**src/rtl/mp_pkg.sv**
```systemverilog
// Shared constants and types for the serial microport.
// Assumes a 32-entry byte-wide register bank; fixed addresses are listed here.
package mp_pkg;
    localparam int DW      = 8;
    localparam int AW      = 5;
    localparam int NREG    = 1 << AW;
    localparam int CNT_W   = $clog2(2 * DW + 1);

    localparam logic [AW-1:0] CTRL_ADDR = 5'h0F;
    localparam logic [AW-1:0] STAT_ADDR = 5'h10;
    localparam logic [AW-1:0] MASK_ADDR = 5'h11;

    localparam int SPLIT_BIT = 0;
    localparam int SWRST_BIT = 7;

    // Command byte, bit 0 is the first bit on the wire.
    typedef struct packed {
        logic [1:0]    spare;
        logic [AW-1:0] addr;
        logic          rd;
    } cmd_t;
endpackage

```
**src/rtl/mp_sync.sv**
```systemverilog
// Multi-stage synchronizer with falling-edge detect for a group of pins.
// Assumes all inputs are slow compared with clk; all bits share one latency.
module mp_sync #(
    parameter int W      = 3,
    parameter int STAGES = 2
) (
    input  logic         clk,
    input  logic         rst_n,
    input  logic [W-1:0] d,
    output logic [W-1:0] q,
    output logic [W-1:0] fall
);
    logic [W-1:0] stg [STAGES];
    logic [W-1:0] prev_q;

    genvar g;
    generate
        for (g = 0; g < STAGES; g++) begin : g_stage
            // Move the pin values one stage deeper each cycle.
            always_ff @(posedge clk) begin
                if (!rst_n) stg[g] <= '1;
                else if (g == 0) stg[g] <= d;
                else stg[g] <= stg[(g == 0) ? 0 : g - 1];
            end
        end
    endgenerate

    // Hold the previous synchronized value for edge detection.
    always_ff @(posedge clk) begin
        if (!rst_n) prev_q <= '1;
        else prev_q <= stg[STAGES-1];
    end

    assign q    = stg[STAGES-1];
    assign fall = prev_q & ~stg[STAGES-1];
endmodule

```
**src/rtl/mp_shifter.sv**
```systemverilog
// Session engine: counts falling serial edges, assembles the command and
// data bytes LSB first, shifts read data out and issues completion strobes.
// Assumes synchronized inputs; strobes fire only on the 16th edge.
module mp_shifter
    import mp_pkg::*;
(
    input  logic          clk,
    input  logic          rst_n,
    input  logic          cs_low,
    input  logic          edge_fall,
    input  logic          din,
    input  logic [DW-1:0] rd_data,
    output logic [AW-1:0] addr,
    output logic          wr_stb,
    output logic          rd_done,
    output logic [DW-1:0] wr_data,
    output logic          tx_bit,
    output logic          active,
    output logic          rd_phase,
    output logic [CNT_W-1:0] bit_cnt
);
    localparam logic [CNT_W-1:0] CMD_LAST = CNT_W'(DW - 1);
    localparam logic [CNT_W-1:0] DAT_FIRST = CNT_W'(DW);
    localparam logic [CNT_W-1:0] ALL_LAST = CNT_W'(2 * DW - 1);
    localparam logic [CNT_W-1:0] ALL_DONE = CNT_W'(2 * DW);

    cmd_t          cmd_q;
    logic [DW-1:0] dat_q;
    logic [DW-1:0] tx_sh;
    logic          ld_q;
    logic          take;

    assign take = cs_low && edge_fall && (bit_cnt != ALL_DONE);
    assign addr = cmd_q.addr;

    // Track the session, shift bytes in and shift read data out.
    always_ff @(posedge clk) begin
        if (!rst_n) begin
            active   <= 1'b0;
            bit_cnt  <= '0;
            rd_phase <= 1'b0;
            cmd_q    <= '0;
            dat_q    <= '0;
            tx_sh    <= '0;
            tx_bit   <= 1'b0;
        end else if (!cs_low) begin
            active   <= 1'b0;
            bit_cnt  <= '0;
            rd_phase <= 1'b0;
        end else begin
            active <= 1'b1;
            if (take) begin
                bit_cnt <= bit_cnt + 1'b1;
                if (bit_cnt <= CMD_LAST) begin
                    cmd_q <= {din, cmd_q[DW-1:1]};
                end else begin
                    dat_q  <= {din, dat_q[DW-1:1]};
                    tx_bit <= tx_sh[0];
                    tx_sh  <= tx_sh >> 1;
                    if (bit_cnt == DAT_FIRST) rd_phase <= cmd_q.rd;
                end
            end else if (ld_q) begin
                tx_sh <= rd_data;
            end
        end
    end

    // Raise the load request after the 8th edge and the completion strobes on the 16th.
    always_ff @(posedge clk) begin
        if (!rst_n) begin
            ld_q    <= 1'b0;
            wr_stb  <= 1'b0;
            rd_done <= 1'b0;
            wr_data <= '0;
        end else begin
            ld_q    <= take && (bit_cnt == CMD_LAST);
            wr_stb  <= take && (bit_cnt == ALL_LAST) && !cmd_q.rd;
            rd_done <= take && (bit_cnt == ALL_LAST) && cmd_q.rd;
            if (take && (bit_cnt == ALL_LAST)) wr_data <= {din, dat_q[DW-1:1]};
        end
    end
endmodule

```
**src/rtl/mp_regbank.sv**
```systemverilog
// Register bank: plain storage, control (split mode, software reset),
// event mask and a sticky status register that a read clears.
// Assumes at most one write or read completion per cycle.
module mp_regbank
    import mp_pkg::*;
(
    input  logic          clk,
    input  logic          rst_n,
    input  logic [AW-1:0] addr,
    input  logic          wr_stb,
    input  logic          rd_done,
    input  logic [DW-1:0] wr_data,
    input  logic [DW-1:0] evt_in,
    output logic [DW-1:0] rd_data,
    output logic          split,
    output logic          irq,
    output logic          stat_clr,
    output logic          sw_rst,
    output logic [DW-1:0] evt_hit
);
    logic [DW-1:0] regs [NREG];

    assign sw_rst   = wr_stb && (addr == CTRL_ADDR) && wr_data[SWRST_BIT];
    assign stat_clr = rd_done && (addr == STAT_ADDR);
    assign evt_hit  = evt_in & regs[MASK_ADDR];

    // Update storage; status collects masked events and clears on a completed read.
    always_ff @(posedge clk) begin
        if (!rst_n || sw_rst) begin
            for (int i = 0; i < NREG; i++) regs[i] <= '0;
        end else begin
            if (wr_stb && (addr != STAT_ADDR)) regs[addr] <= wr_data;
            regs[STAT_ADDR] <= (regs[STAT_ADDR] & ~{DW{stat_clr}}) | evt_hit;
        end
    end

    assign rd_data = regs[addr];
    assign split   = regs[CTRL_ADDR][SPLIT_BIT];
    assign irq     = |regs[STAT_ADDR];
endmodule

```
**src/rtl/serial_microport.sv**
```systemverilog
// Top of the serial microport: synchronizes the pins, runs the session
// engine against the register bank and steers data onto the pins.
// Assumes the host serial clock is well below clk/4.
module serial_microport
    import mp_pkg::*;
#(
    parameter int SYNC_STAGES = 2
) (
    input  logic          clk,
    input  logic          rst_n,
    input  logic          cs_n,
    input  logic          sclk,
    input  logic          pri_in,
    output logic          pri_out,
    output logic          pri_oe,
    output logic          sec_out,
    output logic          sec_oe,
    output logic          irq_od_en,
    input  logic [DW-1:0] evt_in
);
    logic [2:0]       pins_q;
    logic [2:0]       pins_fall;
    logic [AW-1:0]    addr;
    logic             wr_stb;
    logic             rd_done;
    logic [DW-1:0]    wr_data;
    logic [DW-1:0]    rd_data;
    logic             tx_bit;
    logic             active;
    logic             rd_phase;
    logic [CNT_W-1:0] bit_cnt;
    logic             split;
    logic             stat_clr;
    logic             sw_rst;
    logic [DW-1:0]    evt_hit;

    mp_sync #(.W(3), .STAGES(SYNC_STAGES)) u_sync (
        .clk  (clk),
        .rst_n(rst_n),
        .d    ({cs_n, sclk, pri_in}),
        .q    (pins_q),
        .fall (pins_fall)
    );

    mp_shifter u_shift (
        .clk      (clk),
        .rst_n    (rst_n),
        .cs_low   (!pins_q[2]),
        .edge_fall(pins_fall[1]),
        .din      (pins_q[0]),
        .rd_data  (rd_data),
        .addr     (addr),
        .wr_stb   (wr_stb),
        .rd_done  (rd_done),
        .wr_data  (wr_data),
        .tx_bit   (tx_bit),
        .active   (active),
        .rd_phase (rd_phase),
        .bit_cnt  (bit_cnt)
    );

    mp_regbank u_regs (
        .clk     (clk),
        .rst_n   (rst_n),
        .addr    (addr),
        .wr_stb  (wr_stb),
        .rd_done (rd_done),
        .wr_data (wr_data),
        .evt_in  (evt_in),
        .rd_data (rd_data),
        .split   (split),
        .irq     (irq_od_en),
        .stat_clr(stat_clr),
        .sw_rst  (sw_rst),
        .evt_hit (evt_hit)
    );

    assign pri_out = tx_bit;
    assign sec_out = tx_bit;
    assign pri_oe  = active && rd_phase && !split;
    assign sec_oe  = active && split;
endmodule

```
**config.mk**
```make
export PLATFORM = sky130hd
export DESIGN_NAME = serial_microport
export DESIGN_NICKNAME = d
export VERILOG_FILES = /design/src/rtl/mp_pkg.sv /design/src/rtl/mp_sync.sv /design/src/rtl/mp_shifter.sv /design/src/rtl/mp_regbank.sv /design/src/rtl/serial_microport.sv
export SDC_FILE = /design/constraint.sdc
export NUM_CORES = 1
export LEC_CHECK = 0
export ABC_CLOCK_PERIOD_IN_PS = 3290
export BUFFER_PORTS_ARGS = -buffer_cell sky130_fd_sc_hd__buf_2
export CORE_MARGIN = 4
export CORE_UTILIZATION = 40
export CTS_CLUSTER_SIZE = 16
export DETAILED_ROUTE_END_ITERATION = 12
export GPL_TIMING_DRIVEN = 1
export SYNTH_ARGS = -nofsm -noshare
export SYNTH_HDL_FRONTEND = slang
export SYNTH_SLANG_ARGS = --single-unit
```
**constraint.sdc**
```tcl
create_clock -name clk -period 3.29 [get_ports clk]
set_input_delay 0.658 -clock clk [delete_from_list [all_inputs] [get_ports clk]]
set_output_delay 0.658 -clock clk [all_outputs]
set_load 0.005 [all_outputs]
```
==> PnR_summary.wiki <==
{| class="wikitable"
! Metric !! Value
|-
| Warnings, synthesis || 0
|-
| Detailed-route wire length per cell || 21.69 um
|-
| Startpoint type of the worst setup path || flip-flop
|-
| Clock power share || 44.9%
|-
| Number of buffers added on ports || 17
|-
| Setup CP Type || flip-flop to flip-flop
|-
| Via count of the first global-routing pass || 8395
|-
| Die width || 195.1 um
|-
| Count of inserted antenna diode cells || 0
|-
| Maximum number of pins on one net before global-route repair || 33
|-
| Tot GR Track Use || roughly 18%
|-
| Final non-filler cell area || around 16000 um^2
|-
| Final setup violation count || 0
|-
| Switching power share of the total || 20.51%
|-
| Vias after detailed routing || between 8000 and 9000
|-
| Clock Root Buffer || clkbuf_16
|-
| Worst voltage drop across the vdd grid || 0.3493 mV
|-
| Number of violations of the max-capacitance limit || 0
|-
| Violation count after the first detailed-routing iteration || 761
|-
| Final routed wirelength across all metal layers || 34210 um
|-
| Commonest cells in the netlist || 250 x and2_1, 248 x edfxtp_1, 66 x nor2_1
|-
| Flop and latch count out of synthesis || 310
|-
| Routed via count divided by cell count || 5.320
|-
| Status || completed
|-
| Post-synthesis async set-or-reset flop share || 0%
|-
| Slew Limit Fails || 0
|-
| Number of flops mapped to enable cells by yosys || 248
|-
| Cell type with the highest aggregate area in the netlist || edfxtp_1
|-
| Final TNS setup || 0 ns
|-
| Proportion of synthesized chip area in sequential cells || between 60% and 70%
|-
| First-pass detailed-route iteration total || 4
|-
| Share of total power in combinational logic || under 10%
|-
| Cells on worst reg2reg path || 7
|-
| Min-Delay Path Class || input pin to flip-flop
|-
| Max stage delay on crit path || roughly 0.48 ns
|-
| Critical Path RT || 3.74 ns
|-
| Overall overflow remaining after global route || 0
|-
| Cells after synthesis || 1049
|-
| Worst setup slack before clock tree synthesis || 0.7156 ns
|-
| Sequential power share || 52.4%
|-
| Synthesized net count || between 1000 and 1500
|-
| Synthesis-to-layout area growth || 14.00%
|-
| Clock-pin slew on the worst setup and hold paths || 0.06 ns
|-
| Clock tree from TritonCTS || yes
|-
| Slowest CP cell || nor3_2
|-
| Total cell area at the placement stage || approximately 15000 um^2
|-
| Wire length of the first global-routing pass || 52320 um
|-
| Remaining number of nets flagged by the antenna check after routing || 0
|-
| Maximum level of the CTS H-tree || 2
|-
| Number of buffers created by CTS || 35
|-
| Hold slack final || 0.3311 ns
|-
| Avg Synthesized Cell Area || roughly 13 um^2
|-
| CP Capture Type || flip-flop
|-
| Critical path, cell by cell || inv_1 -> ha_1 -> nand4bb_1 -> and2_1 -> nor3_2 -> nand3_1 -> nand4_1
|-
| Antenna violations before repair || 0
|-
| Number of clock sinks || 310
|-
| Detailed-placement wirelength estimate || 22220 um
|-
| Setup repair after global routing missed its margin || false
|-
| Maximum buffer depth of the clock tree || 3
|-
| Starting density of the core || 40.55%
|-
| Power density over cell area || 521.9 nW/um^2
|-
| Worst Skew || 0.01482 ns
|-
| Highest Clock Rate || ~0.42 GHz
|-
| Depth of the worst hold-timing path || 2
|-
| Fin. Hold Viols || 0
|-
| Die Height || 195.1 um
|-
| Post-detailed-route DRC marker count || 0
|-
| Number of different library cells in the post-synthesis netlist || 53
|-
| Top flip-flop cell by instance count after synthesis || edfxtp_1
|-
| Slew Limit Headroom || 25.56%
|-
| Post-Synthesis Cell Area || around 14000 um^2
|-
| Internal power of the cells || 6625 uW
|-
| Maximum fanout along the worst path || 8
|-
| Total I/O pin count || 18
|-
| Worst skew pair latency || 0.51 ns
|-
| Core area || 34540 um^2
|-
| Setup slack after layout || 0.8860 ns
|-
| Fraction of layout instances using a drive strength above 1 || 19.70%
|-
| Hold_buf cts || 0
|-
| DIE AREA || 38080 um^2
|-
| Cell with the most instances after synthesis || and2_1
|-
| Leakage power figure || 0.005691 uW
|-
| Resized cells post-CTS || 0
|-
| Net Sw Power || 1709 uW
|-
| Post-CTS Repair Setup Buffers || 0
|-
| Cells taking the most area after synthesis || edfxtp_1 53%, and2_1 11%, dfxtp_1 8.9%
|-
| Tmin final || roughly 2.4 ns
|-
| Measured slew at the worst slew-check pin || 1.105 ns
|-
| Global placement routability congestion || roughly 0.82
|-
| Ratio of final minimum period to clock period || between 70% and 80%
|-
| Signal arrival time at the worst endpoint || 2.85 ns
|-
| Number of placement rows || 68
|-
| Share of the synthesized area in the top cell type || 53.17%
|-
| Net total in the final layout || 1114
|}
==> placed cells by master (no fill, tap or decap), types with 12 or more instances in the layout <==
master / instances
dfxtp_1: 58
and2_1: 250
nand2_1: 51
buf_2: 17
mux2i_1: 26
a22oi_1: 17
nand3_1: 16
mux4_2: 53
clkbuf_16: 37
inv_1: 12
mux2_2: 20
buf_4: 64
nand2b_1: 20
o21ai_0: 37
a21oi_1: 20
nor2_1: 65
edfxtp_1: 248
==> stage by stage <==
step	power, uW	utilization (%)	std cells
2_1_floorplan	4560	-	1049
3_3_place_gp	4672	43.05	1516
3_5_place_dp	4677	43.05	1516
4_1_cts	8411	46.23	1577
5_1_grt	8596	46.23	1577
6_report	8333	46.23	1577
==> power by group through the flow <==
stage          logic, uW  clock network [uW]  registers (uW)
3_3_place_gp         222                   0            4450
4_1_cts              226                3810            4370
6_report             223                3740            4370
2_1_floorplan        128                   0            4430
5_1_grt              241                3980            4380
3_5_place_dp         225                   0            4450
==> path summary, 6_finish.rpt <==
check	from	endpoint	slack, ns
max reg2reg	u_shift.bit_cnt[0]	u_shift.tx_sh[3]	0.89
max	u_shift.bit_cnt[0]	u_shift.tx_sh[3]	0.89
min	sclk	u_sync.stg[0][1]	0.33
min reg2reg	u_sync.stg[0][2]	u_sync.stg[1][2]	0.42
==> sequential cells by signal, indices dropped and copies added, names as in the netlist, named ones only <==
| signal | flops |
|---|---|
| u_shift.rd_done | 1 |
| u_sync.prev_q | 1 |
| u_shift.dat_q | 7 |
| u_regs.regs | 256 |
| u_shift.tx_sh | 8 |
| u_shift.rd_phase | 1 |
| u_shift.ld_q | 1 |
| u_shift.wr_stb | 1 |
| u_sync.stg | 6 |
| u_shift.cmd_q | 3 |
| u_shift.tx_bit | 1 |
| u_shift.active | 1 |
| u_shift.addr | 5 |
| u_shift.bit_cnt | 5 |
| u_shift.wr_data | 8 |
==> routing by layer <==
metal  GRT usage, %  share of wire [%]  up-vias
met5              0                  0        -
met4          5.353                2.9        0
met3          3.209                5.1       56
met2          28.56                 47      222
met1          24.99                 45     4229
li1               -                  -     3882
==> area by class of cell <==
class / count / area, um^2
Clock buffer: 48 / 997.2
Clock inverter: 13 / 101.3
Fill cell: 3082 / 18580
Inverter: 13 / 48.80
Multi-Input combinational cell: 655 / 4947
Sequential cell: 310 / 8698
Tap cell: 455 / 569.3
Timing Repair Buffer: 83 / 605.6
==> kinds of logic after synthesis <==
| kind of cell | synth area share (%) |
|---|---|
| compound gates | 4.975 |
| xor+xnor | 0.1876 |
| fa+ha+maj | 0.2680 |
| buf+inv | 2.671 |
| flops | 62.03 |
| mux | 12.18 |
| other cells | 0.02677 |
| simple gates | 17.67 |
==> worst max-delay path: cells and delay by family, from the launching register on <==
| family | cells | cell delay (ns) |
|---|---|---|
| AND/OR/NAND/NOR | 5 | 1.71 |
| adder cells (fa/ha/maj) | 1 | 0.18 |
| flip-flops | 1 | 0.36 |
| buffers and inverters | 1 | 0.07 |
Note: power is estimated with default switching activity, not from simulation.
